`src/rtl/bus_term_pkg.sv`:
```
package bus_term_pkg;

  localparam int unsigned CODE_W = 3;

  typedef enum logic [CODE_W-1:0] {
    TC_NONE       = 3'd0,
    TC_NORMAL     = 3'd1,
    TC_HALT       = 3'd2,
    TC_BERR       = 3'd3,
    TC_BERR_LATE  = 3'd4,
    TC_RETRY      = 3'd5,
    TC_RETRY_LATE = 3'd6
  } term_code_e;

  typedef enum logic [1:0] {
    ST_IDLE,
    ST_ACTIVE,
    ST_LATE,
    ST_TAIL
  } seq_state_e;

endpackage

```
`src/rtl/bt_qualify.sv`:
```
// Filters stale levels: an input counts only after it was seen low
// within the current strobe period.
module bt_qualify #(
  parameter int unsigned N = 2
) (
  input  logic         clk,
  input  logic         rst_n,
  input  logic         strobe,
  input  logic [N-1:0] raw,
  output logic [N-1:0] eff
);

  logic [N-1:0] armed;

  for (genvar i = 0; i < N; i++) begin : g_arm
    always_ff @(posedge clk or negedge rst_n) begin
      if (!rst_n) armed[i] <= 1'b0;
      else        armed[i] <= strobe ? (armed[i] | ~raw[i]) : 1'b0;
    end
    assign eff[i] = raw[i] & armed[i];
  end

endmodule

```
`src/rtl/bt_monitor.sv`:
```
// Bus watchdog: counts clocks while the cycle waits for a response.
module bt_monitor #(
  parameter int unsigned TIMEOUT = 64
) (
  input  logic clk,
  input  logic rst_n,
  input  logic run,
  output logic expire
);

  localparam int unsigned CW   = $clog2(TIMEOUT + 1);
  localparam logic [CW-1:0] LAST = CW'(TIMEOUT - 1);

  logic [CW-1:0] cnt;

  always_ff @(posedge clk or negedge rst_n) begin
    if (!rst_n)        cnt <= '0;
    else if (!run)     cnt <= '0;
    else if (!expire)  cnt <= cnt + 1'b1;
  end

  assign expire = run && (cnt == LAST);

endmodule

```
`src/rtl/bt_classify.sv`:
```
// Sequencer that resolves acknowledge / bus error / halt timing
// into one of six ending codes.
module bt_classify
  import bus_term_pkg::*;
(
  input  logic              clk,
  input  logic              rst_n,
  input  logic              strobe,
  input  logic              ack_ok,
  input  logic              berr_ok,
  input  logic              halt,
  input  logic              tmo,
  output logic              run,
  output logic              term_valid,
  output logic [CODE_W-1:0] term_code,
  output logic              excp_req,
  output logic              retry_req,
  output logic              halt_hold
);

  seq_state_e st, st_n;
  term_code_e code_c;
  logic       decide;
  logic       hseen, h_at_ack;
  logic       pend_hold, pend_retry;
  logic       is_hold_code, is_retry_code, is_berr_code;

  always_comb begin
    decide = 1'b0;
    code_c = TC_NONE;
    st_n   = st;
    unique case (st)
      ST_IDLE: if (strobe) st_n = ST_ACTIVE;
      ST_ACTIVE: begin
        if (!strobe) begin
          st_n = ST_IDLE;
        end else if (berr_ok || tmo) begin
          decide = 1'b1;
          code_c = (halt || hseen) ? TC_RETRY : TC_BERR;
        end else if (ack_ok) begin
          st_n = ST_LATE;
        end
      end
      ST_LATE: begin
        decide = 1'b1;
        if (berr_ok) code_c = (h_at_ack || halt) ? TC_RETRY_LATE : TC_BERR_LATE;
        else         code_c = h_at_ack ? TC_HALT : TC_NORMAL;
      end
      ST_TAIL: if (!strobe && !(pend_hold && halt)) st_n = ST_IDLE;
      default: st_n = ST_IDLE;
    endcase
    if (decide) st_n = ST_TAIL;
  end

  assign is_hold_code  = (code_c == TC_HALT) || (code_c == TC_RETRY) ||
                         (code_c == TC_RETRY_LATE);
  assign is_retry_code = (code_c == TC_RETRY) || (code_c == TC_RETRY_LATE);
  assign is_berr_code  = (code_c == TC_BERR) || (code_c == TC_BERR_LATE);

  always_ff @(posedge clk or negedge rst_n) begin
    if (!rst_n) begin
      st         <= ST_IDLE;
      term_valid <= 1'b0;
      term_code  <= '0;
      excp_req   <= 1'b0;
      retry_req  <= 1'b0;
      hseen      <= 1'b0;
      h_at_ack   <= 1'b0;
      pend_hold  <= 1'b0;
      pend_retry <= 1'b0;
    end else begin
      st         <= st_n;
      term_valid <= decide;
      term_code  <= code_c;
      excp_req   <= decide && is_berr_code;
      retry_req  <= 1'b0;

      if (st == ST_ACTIVE) hseen <= hseen | halt;
      else                 hseen <= 1'b0;

      if (st == ST_ACTIVE && ack_ok) h_at_ack <= halt || hseen;

      if (decide) begin
        pend_hold  <= is_hold_code;
        pend_retry <= is_retry_code;
      end else if (st == ST_TAIL) begin
        if (pend_retry && !halt) begin
          retry_req  <= 1'b1;
          pend_retry <= 1'b0;
        end
        if (st_n == ST_IDLE) pend_hold <= 1'b0;
      end
    end
  end

  assign run       = (st == ST_ACTIVE);
  assign halt_hold = (st == ST_TAIL) && pend_hold && halt;

endmodule

```
`src/rtl/bus_term_ctrl.sv`:
```
module bus_term_ctrl
  import bus_term_pkg::*;
#(
  parameter int unsigned TIMEOUT = 64
) (
  input  logic              clk,
  input  logic              rst_n,
  input  logic              strobe,
  input  logic              dev_ack,
  input  logic              dev_berr,
  input  logic              dev_halt,
  output logic              term_valid,
  output logic [CODE_W-1:0] term_code,
  output logic              excp_req,
  output logic              retry_req,
  output logic              halt_hold
);

  localparam int unsigned NQ = 2;

  logic [NQ-1:0] q_raw, q_eff;
  logic          run, tmo;

  initial begin
    if (TIMEOUT < 2) $error("TIMEOUT must be at least 2");
  end

  assign q_raw = {dev_berr, dev_ack};

  bt_qualify #(.N(NQ)) u_qual (
    .clk    (clk),
    .rst_n  (rst_n),
    .strobe (strobe),
    .raw    (q_raw),
    .eff    (q_eff)
  );

  bt_monitor #(.TIMEOUT(TIMEOUT)) u_mon (
    .clk    (clk),
    .rst_n  (rst_n),
    .run    (run),
    .expire (tmo)
  );

  bt_classify u_cls (
    .clk        (clk),
    .rst_n      (rst_n),
    .strobe     (strobe),
    .ack_ok     (q_eff[0]),
    .berr_ok    (q_eff[1]),
    .halt       (dev_halt),
    .tmo        (tmo),
    .run        (run),
    .term_valid (term_valid),
    .term_code  (term_code),
    .excp_req   (excp_req),
    .retry_req  (retry_req),
    .halt_hold  (halt_hold)
  );

endmodule

```
`config.mk`:
```
export PLATFORM = sky130hd
export DESIGN_NAME = bus_term_ctrl
export DESIGN_NICKNAME = d
export VERILOG_FILES = /design/src/rtl/bus_term_pkg.sv /design/src/rtl/bt_qualify.sv /design/src/rtl/bt_monitor.sv /design/src/rtl/bt_classify.sv /design/src/rtl/bus_term_ctrl.sv
export SDC_FILE = /design/constraint.sdc
export NUM_CORES = 1
export LEC_CHECK = 0
export ABC_AREA = 1
export ABC_CLOCK_PERIOD_IN_PS = 2200
export BUFFER_PORTS_ARGS = -buffer_cell sky130_fd_sc_hd__buf_2
export CAP_MARGIN = 0
export CORE_MARGIN = 2
export CORE_UTILIZATION = 59
export CTS_BUF_LIST = sky130_fd_sc_hd__clkbuf_8
export CTS_CLUSTER_DIAMETER = 60
export DETAILED_ROUTE_END_ITERATION = 10
export GPL_TIMING_DRIVEN = 0
export HOLD_SLACK_MARGIN = 0.15
export PLACE_DENSITY = 0.9
export SYNTH_ARGS = -nofsm -noshare
export SYNTH_HDL_FRONTEND = slang
export SYNTH_SLANG_ARGS = --single-unit
export TNS_END_PERCENT = 10
```
`constraint.sdc`:
```
create_clock -name clk -period 2.2 [get_ports clk]
set_input_delay 0.11 -clock clk [delete_from_list [all_inputs] [get_ports clk]]
set_output_delay 0.11 -clock clk [all_outputs]
set_load 0.05 [all_outputs]
```
==> results summary, run 1 <==
The netlist area before placement is 1140 um2. The count of port buffers added during placement is 12. The count of instances resized after the clock tree is built came out at 0.

The finished layout holds 177 standard cells, fillers aside. The initial detailed-routing violation count came out at 29. The number of hold buffers added after CTS was 3. In this run the number of H-tree levels came out at 1. The critical path is of the reg2reg type. The number of distinct library cells after synthesis is 22. The largest total area in the synthesized netlist belongs to sky130_fd_sc_hd__dfrtp_1. The post-route standard cell area excluding fillers came out at 1310 um2. The flow ran to the end, and the final reports show no timing, DRC or antenna violations. Of the total power, the clock network draws 20.6%. The max-slew violation count is 0. The most used flip-flop cell after synthesis is sky130_fd_sc_hd__dfrtp_1.

Yosys instantiated no cell more often than sky130_fd_sc_hd__nand2_1. The relative slew slack came out at 69.8%. Ranked by instance count, the synthesized netlist is headed by sky130_fd_sc_hd__nand2_1 (22), sky130_fd_sc_hd__dfrtp_1 (21), sky130_fd_sc_hd__inv_1 (21). The final routed wire length divided by cell count is 13.1 um. The met3 demand-to-capacity share in global routing came out at 6.04%. In the post-synthesis netlist, the biggest area contributors are sky130_fd_sc_hd__dfrtp_1 (46%), sky130_fd_sc_hd__nand2_1 (7.2%), sky130_fd_sc_hd__inv_1 (6.9%).

In this run the core area contains 15 standard-cell rows. After legalization and detailed placement, the total HPWL measured 1.71 mm. The global-route congestion overflow total came out at 0. The worst setup skew after layout is 0.00462 ns. The setup TNS after final layout is 0 ns. The total power density per cell area is 913 nW/um2.

For this run, global-route usage on met1 was measured as 28.6%. The sequential share of power came out at 42.4%. STA classifies the critical path startpoint as a flip-flop.

The final-report setup violation count is 0. The first global-routing pass estimated 4.01 mm of wire. The number of antenna repair diodes is 0. The met2 capacity usage during global routing came out at 44.0%.

The height of the die came out at 48.0 um. At the end of routability-driven placement, the weighted congestion stood at 0.842. The area share of the leading cell type in the synthesized netlist came out at 46.1%. The register area share after synthesis came out at 46.1%.

The placed instance count is 170. The global routing stage identified its most utilized layer as met2. Data arrives at the worst endpoint at 2.02 ns.

The total net switching power is 0.000471 W. After floorplanning, the core was sized to cover 1760 um2. Summed over all cells, the static leakage comes to 0.693 nW. The die covers 2300 um2. The largest vdd supply drop came out at 0.000835 V.

The width of the die is 48.0 um. The timing-limited maximum frequency is 0.537 GHz. The count of state elements after synthesis came out at 21. The critical path launch point is u_cls.st[1].

The share of post-route cells with drive strength above 1 is 21.1%. The tree is rooted in a sky130_fd_sc_hd__clkbuf_8. The part of the power in combinational logic is 37.1%. The count of mapped cells out of synthesis is 133. The startpoint identified for the worst register-to-register timing path is u_cls.st[1].

A synthesized cell averages 8.58 um2. The worst setup path is captured at a flip-flop. The worst hold path belongs to the class in2reg. The number of hold-slack violations in the final timing report came to 0. The required time at the worst-slack endpoint is 2.35 ns. Global routing consumed, over all layers together, 25.2% of the routing resources. The instance area at placement came out at 1230 um2. The post-CTS setup buffer count came out at 0.

Once the floorplan was initialized, standard cells occupied 64.7% of the core. Setup repair after global routing left no endpoint under its margin. TritonCTS built the clock tree. The count of nets left with antenna violations after detail routing came out at 0. At the end of the flow, the number of nets in the layout was 165. The internal portion of total power came out at 0.000722 W. For this run, design rule violations remaining after detail routing come to 0.

The share of flip-flops with an asynchronous set or reset after synthesis is 100%. The number of antenna violations at the first check in global routing came out at 0. The number of warning messages in the yosys log came out at 0. The number of enable flip-flop cells after synthesis is 0.

The switching share of total power is 39.5%. Clock-pin slew was measured on the worst setup and hold paths at 0.07 ns. The worst hold path begins at strobe. The final critical delay including setup and external delays came out at 1.86 ns. The clock latency of the later-clocked register in the worst-skew pair is 0.26 ns. The detail-routed via count per cell came out at 5.36.

Wires add up to 2.32 mm. The critical-path maximum fanout came out at 8. The number of I/O pins came out at 13. The net count of the mapped netlist came out at 145.

The number of buffers inserted during clock tree synthesis came out at 3. Counting instances, the worst hold path has a depth of 3. Entering global routing, the biggest net connects 22 pins. The first detailed-routing pass ran for 4 iterations. The number of max-cap violations is 0.

The area growth from synthesis to layout is 14.6%. The number of sinks driven by the clock tree came out at 21. The worst path uses 84.7% of the clock period. The number of global-route vias before repair came to 983.

The pin slew with the least headroom to its limit came out at 0.454 ns. Fill cells in the final layout number 146. The via total after detailed routing came out at 949.

The count of cells along the worst register-to-register path came out at 11. The buffer levels on the longest clock path is 2.
==> through the flow <==
step                util (%)  total power (W)  hold WS [ns]  setup slack [ns]
detailed placement      69.9         0.000940        0.0868             0.410
global route            74.1          0.00127         0.183             0.186
finish                  74.1          0.00119         0.173             0.337
global placement        69.9         0.000906        0.0815             0.478
CTS                     74.1          0.00119         0.164             0.368
floorplan                  -         0.000836        -0.186             0.633
==> sequential cells by signal, indices dropped and copies added (netlist names) <==
name,flops
u_mon.cnt,7
u_cls.term_code,3
u_cls.st,2
u_qual.armed,2
u_cls.excp_req,1
u_cls.h_at_ack,1
u_cls.hseen,1
u_cls.pend_hold,1
u_cls.pend_retry,1
u_cls.retry_req,1
u_cls.term_valid,1
==> metal layers <==
layer / wire length, um / part of all wire, %
met1: 921 / 40
met4: 68 / 2.9
met5: 0 / 0
met2: 1220 / 53
met3: 108 / 4.7
==> power groups by stage <==
stage | Combinational [W] | Sequential, W | Clock [W]
after floorplan | 0.000310 | 0.000526 | 0
after global placement | 0.000399 | 0.000507 | 0
after detailed placement | 0.000427 | 0.000513 | 0
after CTS | 0.000439 | 0.000506 | 0.000247
after global routing | 0.000492 | 0.000515 | 0.000262
final | 0.000442 | 0.000506 | 0.000245
==> kinds of logic after synthesis <==
kind of cell,Yosys count,share of synthesized area [%]
AOI/OAI and AO/OA,22,12.1
DFF,21,46.1
buffers and inverters,25,8.22
xor gates and xnor gates,1,0.768
adders and majority gates,6,6.58
and+or+nand+nor,58,26.3
==> worst max-delay path, stage by stage, from the launching register on <==
cell                      delay (ns)
sky130_fd_sc_hd__dfrtp_1        0.43
sky130_fd_sc_hd__inv_1          0.12
sky130_fd_sc_hd__ha_1           0.35
sky130_fd_sc_hd__nand2_1        0.11
sky130_fd_sc_hd__inv_2          0.10
sky130_fd_sc_hd__nand2_4        0.08
sky130_fd_sc_hd__o21ai_2        0.16
sky130_fd_sc_hd__nand2_1        0.13
sky130_fd_sc_hd__nand2_1        0.08
sky130_fd_sc_hd__nand2_1        0.05
sky130_fd_sc_hd__o21ai_1        0.08
sky130_fd_sc_hd__inv_1          0.05
==> path summary, 6_finish.rpt <==
path,end,slack (ns)
min reg2reg,u_qual.armed[0],0.51
min in group asynchronous,u_cls.hseen,0.33
min,u_qual.armed[0],0.17
max reg2reg,u_cls.excp_req,0.34
max,u_cls.excp_req,0.34
max in group asynchronous,u_cls.excp_req,1.56
==> placed cells by master, fill, tap and decap left out, types with 2 or more instances in the layout <==
cell	netlist	final
sky130_fd_sc_hd__dfrtp_1	21	21
sky130_fd_sc_hd__buf_2	0	12
sky130_fd_sc_hd__nand2_1	22	22
sky130_fd_sc_hd__inv_2	4	4
sky130_fd_sc_hd__clkbuf_8	0	3
sky130_fd_sc_hd__nand4_1	2	2
sky130_fd_sc_hd__nor2_1	12	12
sky130_fd_sc_hd__nand2_2	4	4
sky130_fd_sc_hd__dlygate4sd3_1	0	3
sky130_fd_sc_hd__ha_1	6	6
sky130_fd_sc_hd__o21ai_0	7	7
sky130_fd_sc_hd__nand3_1	11	11
sky130_fd_sc_hd__nor2_4	3	3
sky130_fd_sc_hd__a21oi_1	7	7
sky130_fd_sc_hd__nand2_4	2	2
sky130_fd_sc_hd__a31oi_1	2	2
sky130_fd_sc_hd__inv_1	21	22
sky130_fd_sc_hd__o21ai_1	2	2
==> cell type report <==
class	count	area [um2]	area share [%]
clock inverter	1	3.75	0.287
tap	25	31.3	2.39
sequential	21	526	40.2
multi-input combinational	87	522	39.9
timing repair buffer	15	90.1	6.89
clock buffer	3	41.3	3.16
inverter	25	93.8	7.18
Note: power is estimated with default switching activity, not from simulation.
==> run 2, diff against run 1 <==
--- a/config.mk
+++ b/config.mk
@@ -6,17 +6,17 @@
 export NUM_CORES = 1
 export LEC_CHECK = 0
 export ABC_AREA = 1
-export ABC_CLOCK_PERIOD_IN_PS = 2200
+export ABC_CLOCK_PERIOD_IN_PS = 1680
 export BUFFER_PORTS_ARGS = -buffer_cell sky130_fd_sc_hd__buf_2
 export CAP_MARGIN = 0
 export CORE_MARGIN = 2
-export CORE_UTILIZATION = 59
+export CORE_UTILIZATION = 53
 export CTS_BUF_LIST = sky130_fd_sc_hd__clkbuf_8
 export CTS_CLUSTER_DIAMETER = 60
 export DETAILED_ROUTE_END_ITERATION = 10
 export GPL_TIMING_DRIVEN = 0
 export HOLD_SLACK_MARGIN = 0.15
-export PLACE_DENSITY = 0.9
+export PLACE_DENSITY = 0.86
 export SYNTH_ARGS = -nofsm -noshare
 export SYNTH_HDL_FRONTEND = slang
 export SYNTH_SLANG_ARGS = --single-unit
==> constraint.sdc (replaced) <==
create_clock -name clk -period 1.68 [get_ports clk]
set_input_delay 0.084 -clock clk [delete_from_list [all_inputs] [get_ports clk]]
set_output_delay 0.084 -clock clk [all_outputs]
set_load 0.05 [all_outputs]
==> results summary, run 2 (synthesis gave the netlist of run 1 again) <==
The via total after detailed routing was 946 (-0.32%). Walking the worst path, the cells encountered are ha_2 -> nand2_2 -> nor2_4 -> nand3_4 -> nand2_4 -> nand2_8 -> a21oi_4 -> inv_2 -> nand2_1 -> nand2_1 -> o21ai_1 -> inv_1. The deepest level of the CTS H-tree is 1 (unchanged).

The number of antenna violations at the first check in global routing came out at 0 (unchanged). Setup repair after global routing could not meet its margin everywhere. The total routing usage reported by global routing came to 20.1% (-5.2 points).

The critical-path maximum fanout is 4 (-4). The stage delay of the slowest cell on the critical path is 0.38 ns (-0.05 ns). The number of global-route vias before repair is 954 (-3.0%). The detail-routed via count per cell is 5.09 (-5.1%). The worst hold slack is 0.189 ns (+0.0160 ns). The number of sinks driven by the clock tree came out at 21 (unchanged). The arrival time at the worst endpoint came to 1.82 ns (-0.20 ns). The required time at the worst-slack endpoint came out at 1.83 ns (-0.52 ns).

The final-stage net count is 172 (+4.2%). The synthesis-to-finish area growth came out at 23.6%. The number of core rows came out at 16 (+1). Grouping stages by cell kind, the critical path spends the most delay in simple AND/OR/NAND/NOR gates. The worst setup skew after layout came out at 0.00313 ns (-0.00149 ns).

The worst-case setup margin in the final layout is 0.00852 ns (-0.328 ns). The largest individual stage delay along the critical path comes from the cell sky130_fd_sc_hd__dfrtp_1. The instance area at placement was 1230 um2 (+0.20%). The number of I/O pins is 13 (unchanged). The total power density per cell area came out at 1150 nW/um2 (+26%). The largest vdd supply drop is 0.000827 V (-0.94%).

The combined buffer and inverter count along the critical path came out at 2 (-1). The final routed wire length divided by cell count is 12.1 um (-7.8%). The buffer levels on the longest clock path is 2 (unchanged). The maximum number of pins on one net before global-route repair came out at 22 (unchanged). The number of max-cap violations is 0 (unchanged).

The number of antenna repair diodes was 0 (unchanged). The global-route congestion overflow total is 0 (unchanged). The final cell count without fillers is 186 (+5.1%).

The path class of the lowest-slack min-delay path is in2reg. The height of the die came to 50.4 um (+5.1%). The initial cell density of the core was 57.0% (-7.7 points). The half-perimeter wire length after placement is 1.63 mm (-4.6%). The final critical delay including setup and external delays came out at 1.67 ns (-0.192 ns). The relative slew slack came out at 68.8% (-0.95 points). The core footprint came out at 2000 um2 (+13%).

The first-pass GRT wire length was 3.87 mm (-3.4%). The share of post-route cells with drive strength above 1 is 27.0% (+6.0 points). The timing-limited maximum frequency came out at 0.598 GHz (+11%).

The total power is 0.00163 W (+36%). The final-report setup violation count is 0 (unchanged). The library cell used most frequently in the layout, excluding fill and tap cells, is sky130_fd_sc_hd__nand2_1. The number of flip-flops in the largest register came to 7 (unchanged). The total wire length after detailed routing came out at 2.25 mm (-3.1%). The placed instance count came out at 172 (+1.2%). The number of optimization iterations in the first detailed-route pass came out at 4 (unchanged). The max-slew violation count is 0 (unchanged).

The largest registers in the layout are u_mon.cnt (7), u_cls.term_code (3). The worst setup path is launched from a flip-flop. The number of buffers inserted during clock tree synthesis came out at 3 (unchanged). The flow ran to the end, and the final reports show no timing, DRC or antenna violations.

The count of port buffers added during placement came out at 12 (unchanged). Leaving out fill and tap cells, the most frequent cells in the layout are sky130_fd_sc_hd__nand2_1 (21), sky130_fd_sc_hd__inv_1 (20), sky130_fd_sc_hd__dfrtp_1 (20), sky130_fd_sc_hd__nor2_1 (12), sky130_fd_sc_hd__buf_2 (12). The type of the setup path with the least slack is reg2reg. The width of the die came to 50.4 um (+5.1%). The count of nets left with antenna violations after detail routing is 0 (unchanged). The pin slew with the least headroom to its limit was 0.468 ns (+0.0143 ns). The pre-CTS worst setup slack is -0.104 ns (-0.515 ns).

The leakage power is 0.715 nW (+3.0%). The post-route standard cell area excluding fillers is 1410 um2 (+7.8%). The final clock period utilization by the worst path was 99.5% (+15 points). The global placement routability congestion was 0.853 (+1.3%). TritonCTS built the clock tree. Counting flops per register, the top entry is u_mon.cnt.

The most repeated library cell on the critical path is sky130_fd_sc_hd__nand2_1. The DRC violation count after routing came to 0 (unchanged). The number of hold-slack violations in the final timing report is 0 (unchanged). The initial detailed-routing violation count is 15 (-48%). The full die area came to 2540 um2 (+10%). The buffer type at the clock tree root is sky130_fd_sc_hd__clkbuf_8. The clock latency of the later-clocked register in the worst-skew pair came to 0.25 ns (about the same). The kind of end point of the critical path is a flip-flop. The register clock-pin slew on the reported worst setup and hold paths came out at 0.08 ns (about the same).
run 2: cell types whose count changed in the layout (fill, tap and decap cells not counted), moves of 2 or more:
cell / delta
sky130_fd_sc_hd__dlygate4sd3_1: +2
sky130_fd_sc_hd__inv_1: -2
sky130_fd_sc_hd__buf_4: +5
sky130_fd_sc_hd__ha_1: -2
sky130_fd_sc_hd__inv_2: +2
run 2: worst register-to-register path, stage by stage, from the launching register on:
cell,delay [ns]
sky130_fd_sc_hd__dfrtp_1,0.38
sky130_fd_sc_hd__ha_2,0.20
sky130_fd_sc_hd__nand2_2,0.07
sky130_fd_sc_hd__nor2_4,0.16
sky130_fd_sc_hd__nand3_4,0.11
sky130_fd_sc_hd__nand2_4,0.10
sky130_fd_sc_hd__nand2_8,0.07
sky130_fd_sc_hd__a21oi_4,0.19
sky130_fd_sc_hd__inv_2,0.06
sky130_fd_sc_hd__nand2_1,0.06
sky130_fd_sc_hd__nand2_1,0.04
sky130_fd_sc_hd__o21ai_1,0.06
sky130_fd_sc_hd__inv_1,0.05
run 2: layer usage:
layer  track usage (%)  vias to the layer above  part of all wire [%]
met5                 0                        -                     0
met4              8.56                        0                   1.3
met1              23.9                      447                    43
li1                  -                      475                     -
met3              3.57                        4                   3.6
met2              35.3                       20                    52
run 2: layout make-up:
class / instances / area, um2
tap: 27 / 33.8
sequential: 21 / 527
clock buffer: 3 / 41.3
timing repair buffer: 22 / 148
inverter: 25 / 93.8
fill: 158 / 592
multi-input combinational: 87 / 563
clock inverter: 1 / 3.75
run 2: worst paths after layout:
| check | slack [ns] | startpoint | cells after the start | to |
|---|---|---|---|---|
| worst max-delay path | 0.009 | u_mon.cnt[1] | 12 | u_cls.excp_req |
| worst min-delay path | 0.19 | dev_halt | 3 | u_cls.hseen |
| worst max register to register | 0.009 | u_mon.cnt[1] | 12 | u_cls.excp_req |
| worst min register to register | 0.53 | u_cls.pend_retry | 2 | u_cls.pend_retry |
| max in group asynchronous | 1.03 | rst_n | 2 | u_cls.st[0] |
| min in group asynchronous | 0.31 | rst_n | 2 | u_mon.cnt[3] |
run 2: per-stage QoR:
step	TNS (ns)	util (%)
final	0	70.4
after global placement	-0.102	61.7
after global routing	-0.337	70.4
after CTS	0	67.4
after detailed placement	-0.251	61.7
after floorplan	0	-
run 2: where the power goes:
| group | leakage (nW) | internal (W) | switching (W) | total, W |
|---|---|---|---|---|
| Combinational | 0.406 | 0.000233 | 0.000408 | 0.000641 |
| Clock | 0.0269 | 0.000162 | 0.000156 | 0.000318 |
| Sequential | 0.281 | 0.000600 | 0.0000691 | 0.000669 |
run 2: timing repair:
| action | CTS | global route |
|---|---|---|
| setup buffers | 1 | 4 |
| hold buffers | 5 | 0 |
| resized for setup | 2 | 8 |
| hold endpoints to repair | 23 | 0 |
| gates cloned | 0 | 0 |
| pin swaps | 0 | 4 |
| endpoints found under the setup margin | 3 | 3 |
